<file path="src/rtl/idct8_pkg.sv">
package idct8_pkg;
  localparam int DW    = 16;
  localparam int AW    = 32;
  localparam int FRAC  = 12;
  localparam int LANES = 8;
  localparam int HALF  = LANES / 2;

  typedef logic signed [DW-1:0] smp_t;
  typedef logic signed [AW-1:0] acc_t;

  // coefficient * 2^FRAC, rounded to nearest
  localparam smp_t K_A = 16'sd2217;
  localparam smp_t K_B = -16'sd7568;
  localparam smp_t K_C = 16'sd3135;
  localparam smp_t K_D = 16'sd4816;
  localparam smp_t K_E = -16'sd3686;
  localparam smp_t K_F = -16'sd10498;
  localparam smp_t K_G = -16'sd8035;
  localparam smp_t K_H = -16'sd1598;
  localparam smp_t K_I = 16'sd1223;
  localparam smp_t K_J = 16'sd8410;
  localparam smp_t K_K = 16'sd12586;
  localparam smp_t K_L = 16'sd6149;

  function automatic acc_t wmul(input smp_t a, input smp_t b);
    acc_t wa, wb;
    wa = acc_t'(a);
    wb = acc_t'(b);
    return wa * wb;
  endfunction

  function automatic acc_t widen(input smp_t a);
    acc_t w;
    w = acc_t'(a);
    return w <<< FRAC;
  endfunction
endpackage

</file>
<file path="src/rtl/idct8_even.sv">
module idct8_even
  import idct8_pkg::*;
(
  input  smp_t in0_i,
  input  smp_t in2_i,
  input  smp_t in4_i,
  input  smp_t in6_i,
  output acc_t x0_o,
  output acc_t x1_o,
  output acc_t x2_o,
  output acc_t x3_o
);
  smp_t s26, s04, d04;
  acc_t e_mul, t0, t1, t2, t3;

  always_comb begin
    s26   = in2_i + in6_i;
    e_mul = wmul(s26, K_A);
    t2    = e_mul + wmul(in6_i, K_B);
    t3    = e_mul + wmul(in2_i, K_C);
    s04   = in0_i + in4_i;
    d04   = in0_i - in4_i;
    t0    = widen(s04);
    t1    = widen(d04);
    x0_o  = t0 + t3;
    x3_o  = t0 - t3;
    x1_o  = t1 + t2;
    x2_o  = t1 - t2;
  end
endmodule

</file>
<file path="src/rtl/idct8_odd.sv">
module idct8_odd
  import idct8_pkg::*;
(
  input  smp_t in1_i,
  input  smp_t in3_i,
  input  smp_t in5_i,
  input  smp_t in7_i,
  output acc_t x4_o,
  output acc_t x5_o,
  output acc_t x6_o,
  output acc_t x7_o
);
  smp_t s17, s35, s37, s15, s_all;
  acc_t m5, p1, p2, p3, p4;

  always_comb begin
    s17   = in1_i + in7_i;
    s35   = in3_i + in5_i;
    s37   = in3_i + in7_i;
    s15   = in1_i + in5_i;
    s_all = s17 + s35;
    m5    = wmul(s_all, K_D);
    p1    = m5 + wmul(s17, K_E);
    p2    = m5 + wmul(s35, K_F);
    p3    = wmul(s37, K_G);
    p4    = wmul(s15, K_H);
    x4_o  = p1 + p3 + wmul(in7_i, K_I);
    x5_o  = p2 + p4 + wmul(in5_i, K_J);
    x6_o  = p2 + p3 + wmul(in3_i, K_K);
    x7_o  = p1 + p4 + wmul(in1_i, K_L);
  end
endmodule

</file>
<file path="src/rtl/idct8_narrow.sv">
module idct8_narrow
  import idct8_pkg::*;
#(
  parameter bit ROUND = 1'b1,
  parameter int SHIFT = 10
) (
  input  acc_t val_i,
  output smp_t val_o
);
  acc_t biased, shifted;

  generate
    if (ROUND) begin : g_round
      localparam acc_t BIAS = acc_t'(1) <<< (SHIFT - 1);
      assign biased = val_i + BIAS;
    end else begin : g_trunc
      assign biased = val_i;
    end
  endgenerate

  assign shifted = biased >>> SHIFT;
  assign val_o   = smp_t'(shifted);
endmodule

</file>
<file path="src/rtl/idct8_pass.sv">
module idct8_pass
  import idct8_pkg::*;
#(
  parameter bit ROW_MODE = 1'b0
) (
  input  logic                clk_i,
  input  logic                rst_ni,
  input  logic                valid_i,
  input  logic [LANES*DW-1:0] coef_i,
  output logic                valid_o,
  output logic [LANES*DW-1:0] data_o
);
  localparam int SHIFT = ROW_MODE ? 16 : 10;
  localparam bit ROUND = !ROW_MODE;

  smp_t in_q  [LANES];
  acc_t x_q   [LANES];
  acc_t sum_q [LANES];
  smp_t res_q [LANES];
  logic [LANES*DW-1:0] res_flat;

  for (genvar k = 0; k < LANES; k++) begin : g_unpack
    assign in_q[k] = smp_t'(coef_i[k*DW +: DW]);
  end

  idct8_even u_even (
    .in0_i(in_q[0]), .in2_i(in_q[2]), .in4_i(in_q[4]), .in6_i(in_q[6]),
    .x0_o (x_q[0]),  .x1_o (x_q[1]),  .x2_o (x_q[2]),  .x3_o (x_q[3])
  );

  idct8_odd u_odd (
    .in1_i(in_q[1]), .in3_i(in_q[3]), .in5_i(in_q[5]), .in7_i(in_q[7]),
    .x4_o (x_q[4]),  .x5_o (x_q[5]),  .x6_o (x_q[6]),  .x7_o (x_q[7])
  );

  for (genvar k = 0; k < HALF; k++) begin : g_bfly
    assign sum_q[k]           = x_q[k] + x_q[LANES-1-k];
    assign sum_q[LANES-1-k]   = x_q[k] - x_q[LANES-1-k];
  end

  for (genvar k = 0; k < LANES; k++) begin : g_narrow
    idct8_narrow #(.ROUND(ROUND), .SHIFT(SHIFT)) u_nar (
      .val_i(sum_q[k]),
      .val_o(res_q[k])
    );
    assign res_flat[k*DW +: DW] = res_q[k];
  end

  always_ff @(posedge clk_i or negedge rst_ni) begin
    if (!rst_ni) begin
      valid_o <= 1'b0;
      data_o  <= '0;
    end else begin
      valid_o <= valid_i;
      if (valid_i) data_o <= res_flat;
    end
  end

  AST_VALID_LATENCY: assert property (@(posedge clk_i) disable iff (!rst_ni)
    valid_o == $past(valid_i));

  AST_HOLD_IDLE: assert property (@(posedge clk_i) disable iff (!rst_ni)
    !valid_i |=> $stable(data_o));

  AST_ZERO_IN_ZERO_OUT: assert property (@(posedge clk_i) disable iff (!rst_ni)
    (valid_i && coef_i == '0) |=> data_o == '0);

  for (genvar k = 1; k < LANES; k++) begin : g_dc_chk
    AST_DC_FLAT: assert property (@(posedge clk_i) disable iff (!rst_ni)
      (valid_i && coef_i[LANES*DW-1:DW] == '0)
        |=> data_o[k*DW +: DW] == data_o[DW-1:0]);
  end
endmodule

</file>
<file path="config.mk">
export PLATFORM = sky130hd
export DESIGN_NAME = idct8_pass
export DESIGN_NICKNAME = d
export VERILOG_FILES = /design/src/rtl/idct8_pkg.sv /design/src/rtl/idct8_even.sv /design/src/rtl/idct8_odd.sv /design/src/rtl/idct8_narrow.sv /design/src/rtl/idct8_pass.sv
export SDC_FILE = /design/constraint.sdc
export NUM_CORES = 2
export LEC_CHECK = 0
export ABC_AREA = 0
export BUFFER_PORTS_ARGS = -buffer_cell sky130_fd_sc_hd__buf_2
export CAP_MARGIN = 0
export CORE_MARGIN = 4
export CORE_UTILIZATION = 45
export DETAILED_ROUTE_END_ITERATION = 10
export SLEW_MARGIN = 20
export SYNTH_ARGS = -nofsm -noshare
export SYNTH_HDL_FRONTEND = slang
export SYNTH_SLANG_ARGS = --single-unit
</file>
<file path="constraint.sdc">
create_clock -name clk_i -period 2.1 [get_ports clk_i]
set_input_delay 0.21 -clock clk_i [delete_from_list [all_inputs] [get_ports clk_i]]
set_output_delay 0.21 -clock clk_i [all_outputs]
set_load 0.01 [all_outputs]
</file>
### Word level (Yosys, flattened, before mapping)

Index checks and enable logic that the tools add are counted.

* register bits after elaboration: 129
* logic and storage cells: 54
* output and inout port bits: 129
* bits of input ports: 131

* $mul: 12
* add/subtract/negate cells: 40

Operator list (number)
* adder 26 bit: 18
* adder 26 x 11 -> 26 bit (second input constant): 8
* subtractor 26 bit: 6
* adder 16 bit: 6
* multiplier 16 x 14 -> 25 bit (second input constant): 3
* multiplier 16 x 13 -> 26 bit (second input constant): 2
* multiplier 16 x 14 -> 26 bit (second input constant): 2
* multiplier 16 x 10 -> 22 bit (second input constant): 2
* multiplier 16 x 12 -> 26 bit (second input constant): 1
* multiplier 16 x 11 -> 25 bit (second input constant): 1
* multiplier 16 x 12 -> 25 bit (second input constant): 1
* adder 14 bit: 1
* subtractor 14 bit: 1

### Longest topological paths before layout

* word-level depth: 8
* gate-level depth with buffers: 61
* gate-level depth less buffers: 61

### Modules after synthesis

From an unflattened synthesis, not the netlist that was laid out.

* cells, all modules: 10253
* area total of the unflattened synthesis: 87267.4 um^2

By module, submodules not included
* idct8_odd: instances 1, area each 47317.9 um^2, cells each 5296, seq. area each 0.0 um^2
* idct8_even: instances 1, area each 18531.5 um^2, cells each 2285, seq. area each 0.0 um^2
* idct8_pass: instances 1, area each 18395.1 um^2, cells each 2320, seq. area each 3228.1 um^2
* idct8_narrow: instances 8, area each 377.9 um^2, cells each 44, seq. area each 0.0 um^2

### Worst setup path after synthesis

OpenSTA, ideal clock, no wires.

* kind: input-to-reg
* from: input port coef_i[48]
* to: register data_o[127]
* arrival: 12190 ps
* slack: -10215 ps
* stages: 59
* cell sequence: ha_1 -> inv_1 -> fa_1 -> nor2b_1 -> o21a_1 -> nor2_1 -> xnor2_1 -> ha_1 -> o21ai_0 -> o21bai_1 -> maj3_2 -> xor2_1 -> ha_1 -> ha_1 -> inv_1 -> fa_1 -> inv_1 -> fa_1 -> [23 not listed] -> and3_1 -> a21oi_1 -> o21ai_0 -> or2_2 -> xor2_1 -> ha_1 -> inv_1 -> ha_1 -> nand3_1 -> nand2_1 -> a41o_1 -> o21a_1 -> nor2_1 -> nor2b_1 -> nor2_1 -> xor2_1 -> xnor2_1 -> mux2_2

* longest elaborated chain between the ends: 8

Ends and longest elaborated chain
* start: declaration: line idct8_pass.sv:9 `input logic [LANES*DW-1:0] coef_i,`
* adder 16 bit: line idct8_odd.sv:18 `s35 = in3_i + in5_i;`
* adder 16 bit: line idct8_odd.sv:21 `s_all = s17 + s35;`
* multiplier 16 x 10 -> 22 bit: line idct8_pkg.sv:29 `return wa * wb;`
* adder 26 bit: line idct8_odd.sv:23 `p1 = m5 + wmul(s17, K_E);`
* adder 26 bit (2 in a row): line idct8_odd.sv:30 `x7_o = p1 + p4 + wmul(in1_i, K_L);`
* subtractor 26 bit: line idct8_pass.sv:38 `assign sum_q[LANES-1-k] = x_q[k] - x_q[LANES-1-k];`
* adder 26 x 11 -> 26 bit: line idct8_narrow.sv:15 `assign biased = val_i + BIAS;`
* end signal: assignment: line idct8_pass.sv:55 `if (valid_i) data_o <= res_flat;`
* end: declaration: line idct8_pass.sv:11 `output logic [LANES*DW-1:0] data_o`

Every way passes these cells.
A chain may end at the register's enable or synchronous reset.

### Final worst setup path

* from: input port coef_i[112]
* to: register data_o[63]

* longest elaborated chain between the ends: 8

Ends and longest elaborated chain
* adder 16 bit: line idct8_odd.sv:17 `s17 = in1_i + in7_i;`
* adder 16 bit: line idct8_odd.sv:21
* multiplier 16 x 10 -> 22 bit: line idct8_pkg.sv:29
* adder 26 bit: line idct8_odd.sv:23
* adder 26 bit: line idct8_odd.sv:27 `x4_o = p1 + p3 + wmul(in7_i, K_I);`
* adder 26 bit (*): line idct8_odd.sv:27
* adder 26 bit (*): line idct8_pass.sv:37 `assign sum_q[k] = x_q[k] + x_q[LANES-1-k];`
* adder 26 x 11 -> 26 bit (*): line idct8_narrow.sv:15

Every way passes the cells marked *; elsewhere a longest branch is shown, timed or not.

==> metrics.md <==
| Metric | Value |
|---|---|
| Sequential share of the synthesized area | 4.69% |
| Cell class contributing the biggest share of worst-path delay | adder cells |
| Iteration-0 DRC Markers | 2,883 |
| Die height | 399 um |
| Buffers on Ports | 255 |
| Final Core Density | 64.2% |
| Clock Root Buffer | clkbuf_16 |
| Worst Max-Slew Pin Slew | 1.13 ns |
| Syn_area_per_cell | 9.02 um2 |
| Core Area | 0.152 mm2 |
| CP Launch Type | input pin |
| Multi-input logic area | 0.0650 mm2 |
| Grt total ovfl | 0 |
| Share of cells above drive strength 1 | 35.7% |
| Hpwl dp | 204,000 um |
| Post-Syn Instances | 7,634 |
| Fin nets | 12.9k |
| Die Width | 399 um |
| Top-Level Pins | 260 |
| Post-route setup slack | -9.73 ns |
| Number of flops mapped to enable cells by yosys | 0 |
| DRT Pass-1 Iters | 10 |
| CP max stage cell | fa_2 |
| Failing checks | negative setup slack |
| Peak Freq | 84.5 MHz |
| Critical path peak fanout | 4 |
| Cell variety after synth | 93 |
| WP buf/inv | 12 |
| DR vias | 61.0k |
| Tmin final | 11.83 ns |
| Drt total wl | 230,000 um |
| GRT Overall Usage | 28.4% |
| WL/cell | 18.8 um |
| CTS Buffer Depth | 2 |
| Final Hold Fails | 0 |
| Final worst path period share | 563% |
| Clk slew on worst S/H paths | 0.06 ns |
| Synthesized Nets | 10.3k |
| Unrepaired setup endpoints after global routing | true |
| DRC Markers | 0 |
| CP peak stage delay | 0.60 ns |
| Number of global-route vias before repair | 64.0k |
| #FFs+latches synth | 129 |
| CP required | 2.40 ns |
| Asr flop ratio synth | 100% |
| Post-place setup slack | -10.52 ns |
| # setup viols final | 128 |
| CP Data Arrival Time | 12.13 ns |
| Post-DP Area | 0.0907 mm2 |
| Area Growth Syn to Fin | 41.8% |
| Slew Viols, Final | 0 |
| First-pass GRT wire length | 352,000 um |
| Clk Latency, worst-skew pair | 0.43 ns |
| Relative slew slack | 24.3% |
| Top_reg_cell synth | dfrtp_1 |
| Die Footprint | 0.159 mm2 |
| Critical path type | in -> reg |
| Status | finished with violations |
| Synth Cell Area | 0.0689 mm2 |
| FF/Latch Area | 0.00323 mm2 |
| Design area | 0.0977 mm2 |
| Crit. End Element | flip-flop |
| Largest net degree at the start of global routing | 71 |
| CTS sink cnt | 129 |
| # rows | 143 |
| Drt via density | 4.99 |
| # fillers | 12.5k |
| Ys Warns | 0 |
| Max-cap violations | 0 |
| Cell mode on critical path | fa_1 |
| Worst Skew | 0 ns |
| Initial Util | 45.3% |
| CTS buffer count | 17 |
| H-tree depth | 4 |
| TritonCTS clock tree | yes |
| Initial antenna violation count | 15 |
| Hold crit path type | in -> reg |
| Routability cong. | 0.958 |
| Setup TNS | -1061.17 ns |
| Antenna-violating nets left | 0 |
## cell usage in the layout, fill, tap and decap left out, types with 58 or more instances in the layout
cell type  synthesis  layout
nand2b_1          63      58
a21o_1           117     114
xor2_1           193     164
o21ai_0          201     129
nand2_1          186     174
o21bai_1         110      99
ha_4               0     219
buf_2              2     244
fa_1             827     816
dfrtp_1          129     129
nor2b_1           73      60
buf_4              0    2219
inv_2              0     112
nor2_1           349     297
inv_1           1903    1784
a21oi_2            0      87
o21a_1            80      80
xnor2_2            4      74
a21oi_1          365     256
xnor2_1          495     405
ha_1            1733    1501
nor3_1           123      92
buf_6              0      76
## flip-flops by register name, indices dropped and copies added, names as in the netlist
register and flops:
data_o 128, valid_o 1
## logic make-up (layout without fill, tap and decap cells)
family / Yosys count / after routing / share of synthesized area (%)
compound gates: 1182 / 1182 / 11.2
xor+xnor: 705 / 705 / 9.28
fa+ha+maj: 2562 / 2562 / 55.5
buf+inv: 1939 / 4497 / 10.6
flops: 129 / 129 / 4.69
mux: 98 / 98 / 1.60
other cells: 0 / 5 / 0
simple gates: 1019 / 1019 / 7.09
## worst paths after layout
path / start / end / slack (ns) / cells past startpoint
worst max register to register: data_o[22] / data_o[22] / 1.23 / 2
max in group asynchronous: rst_ni / data_o[15] / 1.23 / 3
worst max-delay path: coef_i[112] / data_o[63] / -9.73 / 58
min in group asynchronous: rst_ni / data_o[22] / 0.26 / 2
worst min-delay path: valid_i / data_o[88] / 0.19 / 2
worst min register to register: data_o[21] / data_o[21] / 0.48 / 2
## per-stage QoR
stage / cells / hold WS [ns]
6_report: 12200 / 0.185
5_1_grt: 12200 / 0.195
4_1_cts: 12200 / 0.165
3_5_place_dp: 12000 / 0.149
3_3_place_gp: 12000 / 0.148
2_1_floorplan: 7634 / -0.0856
## metal layers
metal	routed length, um	GRT usage, %	vias up
met4	10400	9.63	6
li1	-	-	29800
met3	10600	3.10	327
met5	43	0	-
met1	101000	37.4	29700
met2	108000	48.6	1190
## timing repair
action	CTS	global route
endpoints found under the hold margin	36	0
endpoints found under the setup margin	128	128
gates cloned	0	0
setup buffers	115	98
pin swaps	259	336
hold buffers	1	0
resized for setup	464	470
## area by class of cell
type,instances,area share [%]
well taps,2030,2.60
multi-input cells,5566,66.6
flip-flops and latches,129,3.30
inverters,1905,7.34
clock inverters,12,0.137
clock buffers,20,0.457
repair buffers,2560,19.6
diodes,5,0.0128
## synthesized netlist by cell type (87+ instances only)
cell type	n	area [um2]
nor3_1	123	616
a21o_1	117	878
xor2_1	193	1690
o21ai_0	201	1010
nor2_1	349	1310
ha_1	1733	21700
o21bai_1	110	826
mux2_2	87	980
inv_1	1903	7140
dfrtp_1	129	3230
xnor2_1	495	4340
a21oi_1	365	1830
fa_1	827	16600
nand2_1	186	698
Power is left out: the tool's default activity adds up to more than one toggle a clock period on the data nets, which glitch-free logic cannot reach.
